--- src/rtl/pd_pkg.sv ---
`timescale 1ns/1ps
package pd_pkg;
  localparam int unsigned WORD_W    = 30;
  localparam int unsigned MAX_LANES = 3;
  localparam int unsigned SLOT_W    = $clog2(WORD_W);
  localparam int unsigned COVER_LO  = 2;

  typedef enum logic [1:0] {
    LM_ONE   = 2'b00,
    LM_TWO   = 2'b01,
    LM_THREE = 2'b10,
    LM_RSVD  = 2'b11
  } lane_mode_e;

  typedef enum logic {
    MON_RUN   = 1'b0,
    MON_SLEEP = 1'b1
  } mon_state_e;

  typedef struct packed {
    logic       par;
    logic       de;
    logic       vs;
    logic       hs;
    logic [7:0] r;
    logic [7:0] g;
    logic [7:0] b;
    logic [1:0] a;
  } pix_word_t;

  function automatic int unsigned lanes_of(lane_mode_e m);
    case (m)
      LM_TWO:   return 2;
      LM_THREE: return 3;
      default:  return 1;
    endcase
  endfunction

  function automatic logic [SLOT_W-1:0] last_slot(lane_mode_e m);
    return SLOT_W'(WORD_W / lanes_of(m) - 1);
  endfunction
endpackage

--- src/rtl/pd_lane_shifter.sv ---
`timescale 1ns/1ps
module pd_lane_shifter
  import pd_pkg::*;
(
  input  logic                 clk,
  input  logic                 rst_n,
  input  logic                 rise_i,
  input  lane_mode_e           mode_i,
  input  logic [MAX_LANES-1:0] lane_i,
  output pix_word_t            word_o,
  output logic                 complete_o
);
  logic [WORD_W-1:0] sr_q, sr_n, shifted;
  logic [SLOT_W-1:0] slot_q, slot_n, cur_slot;
  logic              live_q, live_n, cur_live;
  lane_mode_e        mode_q, mode_n, cur_mode;
  logic [WORD_W-1:0] cand [MAX_LANES];

  // One shift variant per lane count; lane 0 lands in the more significant position
  for (genvar g = 1; g <= MAX_LANES; g++) begin : g_shift
    logic [g-1:0] ins;
    always_comb begin
      for (int k = 0; k < g; k++) ins[g-1-k] = lane_i[k];
    end
    assign cand[g-1] = {sr_q[WORD_W-1-g:0], ins};
  end

  always_comb begin
    cur_live = rise_i | live_q;
    cur_slot = rise_i ? '0 : slot_q;
    cur_mode = rise_i ? mode_i : mode_q;
    case (lanes_of(cur_mode))
      2:       shifted = cand[1];
      3:       shifted = cand[2];
      default: shifted = cand[0];
    endcase
    complete_o = cur_live && (cur_slot == last_slot(cur_mode));
    sr_n   = sr_q;
    slot_n = slot_q;
    live_n = live_q;
    mode_n = mode_q;
    if (cur_live) begin
      sr_n   = shifted;
      slot_n = cur_slot + 1'b1;
      live_n = !complete_o;
      mode_n = cur_mode;
    end
    word_o = pix_word_t'(shifted);
  end

  always_ff @(posedge clk or negedge rst_n) begin
    if (!rst_n) begin
      sr_q   <= '0;
      slot_q <= '0;
      live_q <= 1'b0;
      mode_q <= LM_ONE;
    end else begin
      sr_q   <= sr_n;
      slot_q <= slot_n;
      live_q <= live_n;
      mode_q <= mode_n;
    end
  end

  assert_restart_R6: assert property (@(posedge clk) disable iff (!rst_n)
    rise_i |=> (slot_q == SLOT_W'(1)));
  assert_mode_held_R3: assert property (@(posedge clk) disable iff (!rst_n)
    (live_q && !rise_i) |=> $stable(mode_q));
endmodule

--- src/rtl/pd_clk_monitor.sv ---
`timescale 1ns/1ps
module pd_clk_monitor
  import pd_pkg::*;
#(
  parameter int unsigned LOSS_LIMIT = 64,
  parameter int unsigned WAKE_RISES = 3
) (
  input  logic clk,
  input  logic rst_n,
  input  logic pix_ref_i,
  output logic rise_o,
  output logic standby_o,
  output logic pix_clk_o
);
  localparam int unsigned IDLE_W = $clog2(LOSS_LIMIT + 1);
  localparam int unsigned WAKE_W = $clog2(WAKE_RISES + 1);
  localparam logic [IDLE_W-1:0] LIMIT_V = IDLE_W'(LOSS_LIMIT);
  localparam logic [WAKE_W-1:0] WAKE_LAST = WAKE_W'(WAKE_RISES - 1);

  logic              ref_q;
  logic [IDLE_W-1:0] idle_q, idle_n;
  logic [WAKE_W-1:0] wake_q, wake_n;
  mon_state_e        state_q, state_n;
  logic              quiet, pclk_n;

  always_comb begin
    rise_o  = pix_ref_i & ~ref_q;
    if (rise_o)                idle_n = '0;
    else if (idle_q == LIMIT_V) idle_n = idle_q;
    else                       idle_n = idle_q + 1'b1;
    quiet   = (idle_n == LIMIT_V);
    state_n = state_q;
    wake_n  = wake_q;
    case (state_q)
      MON_RUN: begin
        if (quiet) begin
          state_n = MON_SLEEP;
          wake_n  = '0;
        end
      end
      default: begin
        if (quiet) begin
          wake_n = '0;
        end else if (rise_o) begin
          if (wake_q == WAKE_LAST) begin
            state_n = MON_RUN;
            wake_n  = '0;
          end else begin
            wake_n = wake_q + 1'b1;
          end
        end
      end
    endcase
    pclk_n = pix_ref_i & (state_n == MON_RUN);
  end

  always_ff @(posedge clk or negedge rst_n) begin
    if (!rst_n) begin
      ref_q     <= 1'b0;
      idle_q    <= '0;
      wake_q    <= '0;
      state_q   <= MON_RUN;
      pix_clk_o <= 1'b0;
    end else begin
      ref_q     <= pix_ref_i;
      idle_q    <= idle_n;
      wake_q    <= wake_n;
      state_q   <= state_n;
      pix_clk_o <= pclk_n;
    end
  end

  assign standby_o = (state_q == MON_SLEEP);

  assert_quiet_sleep_R7: assert property (@(posedge clk) disable iff (!rst_n)
    (!standby_o && idle_q == LIMIT_V - 1'b1 && !rise_o) |=> standby_o);
  assert_idle_bound_R7: assert property (@(posedge clk) disable iff (!rst_n)
    idle_q <= LIMIT_V);
  assert_wake_on_edge_R8: assert property (@(posedge clk) disable iff (!rst_n)
    $fell(standby_o) |-> $past(rise_o));
  assert_clk_gated_R10: assert property (@(posedge clk) disable iff (!rst_n)
    standby_o |-> !pix_clk_o);
endmodule

--- src/rtl/pd_word_out.sv ---
`timescale 1ns/1ps
module pd_word_out
  import pd_pkg::*;
(
  input  logic              clk,
  input  logic              rst_n,
  input  logic              complete_i,
  input  pix_word_t         word_i,
  input  logic              standby_i,
  output logic [WORD_W-2:0] payload_o,
  output logic              par_err_o
);
  logic [WORD_W-2:0] word_q, word_n;
  logic              err_q, err_n, discard_q, discard_n, par_calc;

  always_comb begin
    par_calc  = ^word_i[WORD_W-1:COVER_LO];
    word_n    = word_q;
    err_n     = err_q;
    discard_n = discard_q;
    if (standby_i) begin
      word_n    = '0;
      err_n     = 1'b0;
      discard_n = 1'b1;
    end else if (complete_i) begin
      discard_n = 1'b0;
      if (!discard_q) begin
        word_n = word_i[WORD_W-2:0];
        err_n  = par_calc;
      end
    end
  end

  always_ff @(posedge clk or negedge rst_n) begin
    if (!rst_n) begin
      word_q    <= '0;
      err_q     <= 1'b0;
      discard_q <= 1'b1;
    end else begin
      word_q    <= word_n;
      err_q     <= err_n;
      discard_q <= discard_n;
    end
  end

  assign payload_o = word_q;
  assign par_err_o = err_q;

  assert_sleep_blank_R7: assert property (@(posedge clk) disable iff (!rst_n)
    standby_i |=> (word_q == '0 && !err_q));
  assert_err_hold_R4: assert property (@(posedge clk) disable iff (!rst_n)
    !$stable(err_q) |-> ($past(complete_i) || $past(standby_i)));
  assert_word_hold_R4: assert property (@(posedge clk) disable iff (!rst_n)
    !$stable(word_q) |-> ($past(complete_i) || $past(standby_i)));
endmodule

--- src/rtl/pixel_deser.sv ---
`timescale 1ns/1ps
module pixel_deser
  import pd_pkg::*;
#(
  parameter int unsigned LOSS_LIMIT = 64,
  parameter int unsigned WAKE_RISES = 3
) (
  input  logic       clk,
  input  logic       rst_n,
  input  logic [1:0] lane_mode,
  input  logic [2:0] lane_data,
  input  logic       pix_ref,
  output logic [7:0] red,
  output logic [7:0] grn,
  output logic [7:0] blu,
  output logic       hsync,
  output logic       vsync,
  output logic       den,
  output logic [1:0] aux,
  output logic       pix_clk_out,
  output logic       par_err,
  output logic       standby
);
  logic              rise, complete;
  pix_word_t         word;
  logic [WORD_W-2:0] payload;

  pd_clk_monitor #(
    .LOSS_LIMIT(LOSS_LIMIT),
    .WAKE_RISES(WAKE_RISES)
  ) u_mon (
    .clk       (clk),
    .rst_n     (rst_n),
    .pix_ref_i (pix_ref),
    .rise_o    (rise),
    .standby_o (standby),
    .pix_clk_o (pix_clk_out)
  );

  pd_lane_shifter u_shift (
    .clk        (clk),
    .rst_n      (rst_n),
    .rise_i     (rise),
    .mode_i     (lane_mode_e'(lane_mode)),
    .lane_i     (lane_data),
    .word_o     (word),
    .complete_o (complete)
  );

  pd_word_out u_out (
    .clk        (clk),
    .rst_n      (rst_n),
    .complete_i (complete),
    .word_i     (word),
    .standby_i  (standby),
    .payload_o  (payload),
    .par_err_o  (par_err)
  );

  assign {den, vsync, hsync, red, grn, blu, aux} = payload;
endmodule

--- config.mk ---
export PLATFORM = sky130hd
export DESIGN_NAME = pixel_deser
export DESIGN_NICKNAME = d
export VERILOG_FILES = /design/src/rtl/pd_pkg.sv /design/src/rtl/pd_lane_shifter.sv /design/src/rtl/pd_clk_monitor.sv /design/src/rtl/pd_word_out.sv /design/src/rtl/pixel_deser.sv
export SDC_FILE = /design/constraint.sdc
export NUM_CORES = 1
export LEC_CHECK = 0
export BUFFER_PORTS_ARGS = -buffer_cell sky130_fd_sc_hd__clkbuf_2
export CAP_MARGIN = 0
export CORE_MARGIN = 5
export CORE_UTILIZATION = 59
export DETAILED_ROUTE_END_ITERATION = 7
export PLACE_DENSITY = 0.88
export SLEW_MARGIN = 20
export SYNTH_ARGS = -nofsm -noshare
export SYNTH_HDL_FRONTEND = slang
export SYNTH_HIERARCHICAL = 1
export SYNTH_SLANG_ARGS = --single-unit
--- constraint.sdc ---
create_clock -name clk -period 4.7 [get_ports clk]
set_input_delay 0.47 -clock clk [delete_from_list [all_inputs] [get_ports clk]]
set_output_delay 0.47 -clock clk [all_outputs]
set_load 0.005 [all_outputs]
==> impl_metrics.env, run 1 <==
export IMPL_max_freq_mhz=269
export IMPL_syn_area_um2=4160
export IMPL_crit_chain="nor2b_1, buf_4, mux2_2, ha_1, buf_4, a221oi_1, a21oi_1, xor2_1, xnor2_1, xnor3_1, xnor3_1, a22o_1"
export IMPL_drc=0
export IMPL_period_needed_ns=3.71
export IMPL_synth_xor_area_share_pct=8.45
export IMPL_fin_ws_ns=0.987
export IMPL_dieArea_um2=8830
export IMPL_antenna_cells=0
export IMPL_via_per_inst=6.00
export IMPL_cts_tree="yes"
export IMPL_arrival_ns=3.96
export IMPL_grt_pass1_vias=2982
export IMPL_critical_path_peak_fanout=61
export IMPL_drv_cap=0
export IMPL_dpl_hpwl_um=5520
export IMPL_top_layer="met4"
export IMPL_vias=3018
export IMPL_clk_latency_ns=0.35
export IMPL_root_buffer="clkbuf_8"
export IMPL_p_total_w=0.00304
export IMPL_synthSimpleGateAreaFrac_pct=6.02
export IMPL_wl_um=8530
export IMPL_multi_input_area_um2=1870
export IMPL_ios=40
export IMPL_max_stage_delay_ns=0.48
export IMPL_drive_gt1_share_pct=24.1
export IMPL_cts_sinks=80
export IMPL_core_um2=6830
export IMPL_synth_top_area_cell="dfrtp_1"
export IMPL_grt_usage_pct=20.4
export IMPL_cts_buffer_depth=2
export IMPL_syn_inst=372
export IMPL_synthMuxAreaShare_pct=9.45
export IMPL_synth_edff_count=0
export IMPL_dpl_cell_area_um2=4390
export IMPL_period_share_pct=79.0
export IMPL_wl_met2_um=4190
export IMPL_final_area_um2=4580
export IMPL_setup_viol_count_final=0
export IMPL_final_hold_viol_count=0
export IMPL_drt_iter0_markers=199
export IMPL_gp_congestion=0.790
export IMPL_synth_top_family_by_area="compound AO/OA/AOI/OAI gates"
export IMPL_syn_mean_instance_area_um2=11.2
export IMPL_status="finished, final reports clean"
export IMPL_hold_slack_ns=0.259
export IMPL_dp_slack_ns=0.803
export IMPL_seq_area_um2=2000
export IMPL_synth_cell_types=44
export IMPL_clock_skew_ns=0.00819
export IMPL_post_cts_setup_buffer_count=0
export IMPL_ant_nets=0
export IMPL_grt_max_degree=81
export IMPL_h_tree_depth=3
export IMPL_reg2regPathDepth=12
export IMPL_worst_path_stages=12
export IMPL_synth_nets=386
export IMPL_grt_setup_unrepaired="no"
export IMPL_synth_compound_area_share_pct=19.0
export IMPL_start_util_pct=60.9
export IMPL_crit_family="XOR/XNOR gates"
export IMPL_synth_area_leaders="dfrtp_1 48%, a22o_1 6.5%, mux2_2 6.5%"
export IMPL_grt_pass1_wl_um=14200
export IMPL_port_buffers=39
export IMPL_grt_antenna_before_repair=0
export IMPL_synthAdderAreaFrac_pct=1.81
export IMPL_area_growth_pct=10.0
export IMPL_yosys_area_top_type_share_pct=47.5
export IMPL_p_leak_nw=2.14
export IMPL_ys_async_sr_fraction_pct=100
export IMPL_yosysSeqAreaShare_pct=48.2
export IMPL_ys_warn_count=6
export IMPL_die_h_um=94.0
export IMPL_powerDensity_nw_per_um2=663
export IMPL_final_nets=416
export IMPL_relSlewSlack_pct=35.6
export IMPL_hold_path_class="input pin to asynchronous set/reset pin"
export IMPL_drtPass1Iterations=5
export IMPL_synth_main_ff_cell="dfrtp_1"
export IMPL_fillCellCount=511
export IMPL_cts_resized=0
export IMPL_crit_buf_inv=2
export IMPL_setup_tns_ns=0
export IMPL_wl_met3_um=436
export IMPL_hold_buffers=0
export IMPL_cts_buffers=9
export IMPL_worstSetupStartpointType="flip-flop"
export IMPL_worst_pin_slew_ns=0.966
export IMPL_required_ns=4.95
export IMPL_rows=30
export IMPL_overflow=0
export IMPL_die_x_um=94.0
export IMPL_clk_pin_slew_ns=0.09
export IMPL_slowest_stage="buf_4"
export IMPL_drt_met1_wl_um=3740
export IMPL_slew_viol_final=0
export IMPL_cp_end_kind="flip-flop"
export IMPL_post_drt_wl_per_cell_um=17.0
export IMPL_worstSetupPathType="flip-flop to flip-flop"
export IMPL_vdd_drop_max_mv=0.479
export IMPL_synth_seq_cells=80
metal layers:
| layer | vias to the layer above | GRT usage (%) |
|---|---|---|
| met1 | 1490 | 26.3 |
| li1 | 1409 | - |
| met5 | - | 0 |
| met3 | 16 | 4.57 |
| met2 | 103 | 33.1 |
| met4 | 0 | 8.90 |
cells in the final DEF, fill, tap and decap left out, drive strengths merged, types with 3 or more instances in the layout:
master / n
nand3: 4
nor2: 12
nor2b: 3
clkinvlp: 3
a221oi: 29
clkbuf: 48
o21ai: 4
inv: 39
nand4: 4
dfrtp: 79
a21oi: 36
buf: 9
xnor2: 25
xor2: 10
nand2: 7
mux2: 34
a22o: 31
ha: 6
cells by family after synthesis:
kind of cell,after synthesis
compound gates,107
flops,80
buf+inv,64
simple gates,43
xor+xnor,37
mux,35
fa+ha+maj,6
synthesized netlist by cell type (2+ instances only):
cell      instances
dfrtp_1          79
a21oi_1          36
inv_1            36
a22o_1           31
a221oi_1         28
xnor2_1          25
mux2_2           24
nor2_1           12
buf_2            11
clkbuf_1         10
mux2_1           10
xor2_1           10
ha_1              6
nand2_1           6
buf_6             4
nand3_1           4
nand4_1           4
buf_4             3
nor2b_1           3
o21ai_0           3
a31oi_1           2
nor3b_1           2
xnor3_1           2
stage by stage:
stage | instances | util (%)
global route | 503 | 67.0
finish | 503 | 67.0
detailed placement | 487 | 64.2
floorplan | 372 | -
CTS | 503 | 67.0
global placement | 487 | 64.2
area by class of cell:
class | count | area share [%]
multi-input combinational | 228 | 40.9
timing repair buffer | 47 | 5.63
tap | 96 | 2.62
clock inverter | 6 | 1.12
clock buffer | 10 | 3.01
sequential | 80 | 43.8
inverter | 36 | 2.95
power by group:
part	leakage (nW)	total [W]	internal, W	switching, W
Sequential	1.03	0.00108	0.000866	0.000216
Combinational	1.03	0.00147	0.000798	0.000675
Clock	0.0875	0.000481	0.000213	0.000267
Total	2.14	0.00304	0.00188	0.00116
flip-flops by register name, summed over array words and instances (netlist names):
name	count
u_mon/pix_clk_o	1
u_shift/mode_q	2
u_mon/idle_q	7
u_shift/sr_q	29
u_mon/wake_q	2
u_shift/live_q	1
u_out/par_err_o	1
u_shift/slot_q	5
u_mon/ref_q	1
u_out/payload_o	29
u_out/discard_q	1
u_mon/standby_o	1
path summary, 6_finish.rpt:
path | endpoint | from | slack [ns]
worst max-delay path | u_out/par_err_o | u_mon/ref_q | 0.99
worst min-delay path | u_out/payload_o[12] | rst_n | 0.26
worst max register to register | u_out/par_err_o | u_mon/ref_q | 0.99
worst min register to register | u_out/payload_o[26] | u_out/payload_o[26] | 0.51
max in group asynchronous | u_out/payload_o[8] | rst_n | 3.81
min in group clk | u_mon/ref_q | pix_ref | 0.26
No activity file was read; power rests on OpenSTA's default activity.
==> run 2: changes to the inputs <==
==> constraint.sdc (replaced) <==
create_clock -name clk -period 3.53 [get_ports clk]
set_input_delay 0.353 -clock clk [delete_from_list [all_inputs] [get_ports clk]]
set_output_delay 0.353 -clock clk [all_outputs]
set_load 0.005 [all_outputs]
==> run 2 against run 1 <==
Compared with the run above: global-route usage is 1.7 points higher; worst hold slack worse by 0.12 ns; sequential share of layout area decreased by 0.94 points; combinational power increased by 37%; core utilization rose by 1.5 points; power increased by 36%; critical path type unchanged; critical endpoint unchanged; largest cell class unchanged.
==> impl_metrics.env, run 2 (synthesized netlist as in run 1, its figures left out) <==
export IMPL_status="finished, final reports clean"
export IMPL_die_h_um=94.0
export IMPL_dieArea_um2=8830
export IMPL_final_nets=420
export IMPL_layout_commonest_cell="dfrtp_1"
export IMPL_fin_cells=506
export IMPL_worstSetupStartpointType="flip-flop"
export IMPL_drc=0
export IMPL_clkPwrFrac_pct=16.0
export IMPL_ios=40
export IMPL_hold_path_class="input pin to asynchronous set/reset pin"
export IMPL_rows=30
export IMPL_p_leak_nw=2.20
export IMPL_drt_iter0_markers=216
export IMPL_core_um2=6830
export IMPL_dpl_hpwl_um=5870
export IMPL_vias=3122
export IMPL_period_needed_ns=3.37
export IMPL_wl_um=8980
export IMPL_seq_power_share_pct=35.2
export IMPL_r2r_start="u_mon/ref_q"
export IMPL_root_buffer="clkbuf_8"
export IMPL_antenna_cells=0
export IMPL_grt_antenna_before_repair=0
export IMPL_cts_sinks=80
export IMPL_worstSetupPathType="flip-flop to flip-flop"
export IMPL_die_x_um=94.0
export IMPL_post_cts_setup_buffer_count=0
export IMPL_max_freq_mhz=297
export IMPL_final_area_um2=4680
export IMPL_drtPass1Iterations=5
export IMPL_fillCellCount=499
export IMPL_ant_nets=0
export IMPL_final_hold_viol_count=0
export IMPL_slew_viol_final=0
export IMPL_required_ns=3.78
export IMPL_fin_ws_ns=0.159
export IMPL_drive_gt1_share_pct=25.4
export IMPL_port_buffers=39
export IMPL_combPwrFrac_pct=48.8
export IMPL_grt_max_degree=81
export IMPL_cp_end_kind="flip-flop"
export IMPL_critical_path_peak_fanout=43
export IMPL_final_cell_mix="79 x dfrtp_1, 38 x clkbuf_2, 36 x inv_1"
export IMPL_cts_buffer_depth=2
export IMPL_dp_slack_ns=-0.0434
export IMPL_clk_pin_slew_ns=0.09
export IMPL_vdd_drop_max_mv=0.639
export IMPL_gp_congestion=0.835
export IMPL_powerDensity_nw_per_um2=882
export IMPL_grt_setup_unrepaired="no"
export IMPL_area_growth_pct=12.5
export IMPL_grt_pass1_vias=3114
export IMPL_dpl_cell_count=491
export IMPL_relSlewSlack_pct=35.6
export IMPL_cts_buffers=9
export IMPL_post_drt_wl_per_cell_um=17.7
export IMPL_clk_latency_ns=0.35
export IMPL_via_per_inst=6.17
export IMPL_crit_path_start="u_mon/ref_q"
export IMPL_grt_pass1_wl_um=15400
export IMPL_clock_skew_ns=0.00948
export IMPL_power_switching_w=0.00154
export IMPL_overflow=0
export IMPL_setup_tns_ns=0
export IMPL_period_share_pct=95.5
export IMPL_start_util_pct=60.9
export IMPL_drv_cap=0
export IMPL_cts_tree="yes"
export IMPL_worst_pin_slew_ns=0.966
export IMPL_h_tree_depth=3
export IMPL_arrival_ns=3.62
export IMPL_p_sw_share_pct=37.4
export IMPL_grt_usage_pct=22.1
export IMPL_setup_viol_count_final=0
export IMPL_dpl_cell_area_um2=4470
export IMPL_p_int_w=0.00258
## run 2: changes by cell type in the layout (fill, tap and decap cells not counted), moves of 2 or more
cell / change
a221oi_1: -2
a221oi_2: +2
buf_12: +4
clkinv_2: +2
clkinvlp_4: -3
## run 2: power by group through the flow
stage                     clock network [W]  registers, W  logic [W]
after floorplan                           0       0.00134    0.00171
after global placement                    0       0.00142    0.00190
after detailed placement                  0       0.00145    0.00198
after CTS                          0.000669       0.00144    0.00200
after global routing               0.000717       0.00149    0.00222
final                              0.000658       0.00145    0.00201
## run 2: worst max-delay path, cell delays in order (launching register included)
cell and delay, ns:
dfrtp_1 0.41, nor2b_4 0.17, mux2_2 0.38, inv_1 0.10, ha_1 0.27, buf_12 0.19, a221oi_1 0.26, a21oi_1 0.15
xnor2_1 0.22, xnor2_1 0.15, xnor3_1 0.41, xnor3_1 0.36, a22o_1 0.20
## run 2: repair_timing
action	CTS	global route
endpoints found under the setup margin	0	1
gates resized for setup	0	5
hold buffers	0	0
hold endpoints to repair	0	0
## run 2: layer usage
layer	GRT usage, %	share of wire (%)	vias to the layer above
li1	-	-	1408
met1	29.3	43	1600
met2	36.1	51	102
met3	5.29	5.0	12
met4	6.86	1.1	0
met5	0	0	-
## run 2: final cells by class
type | instances | area, µm² | share of cell area (%)
Clock buffer | 10 | 128 | 2.73
Clock inverter | 5 | 57.6 | 1.23
Inverter | 36 | 135 | 2.89
Multi-Input combinational cell | 228 | 1900 | 40.5
Sequential cell | 80 | 2000 | 42.8
Tap cell | 96 | 120 | 2.57
Timing Repair Buffer | 51 | 338 | 7.22
## run 2: worst paths after layout
kind                                       to  slack (ns)  cells past startpoint
hold / removal                u_mon/idle_q[0]        0.14                      1
max in group asynchronous     u_shift/sr_q[5]        2.75                      1
setup reg to reg              u_out/par_err_o        0.16                     12
hold reg to reg            u_out/payload_o[4]        0.51                      1
setup / recovery              u_out/par_err_o        0.16                     12
min in group clk                  u_mon/ref_q        0.15                      1
## run 2: per-stage QoR
stage / total power [W] / hold slack (ns) / utilization (%)
2_1_floorplan: 0.00305 / 0.0574 / -
3_3_place_gp: 0.00332 / 0.486 / 65.4
3_5_place_dp: 0.00343 / 0.490 / 65.4
6_report: 0.00413 / 0.139 / 68.5
4_1_cts: 0.00411 / 0.122 / 68.1
5_1_grt: 0.00442 / 0.137 / 68.5
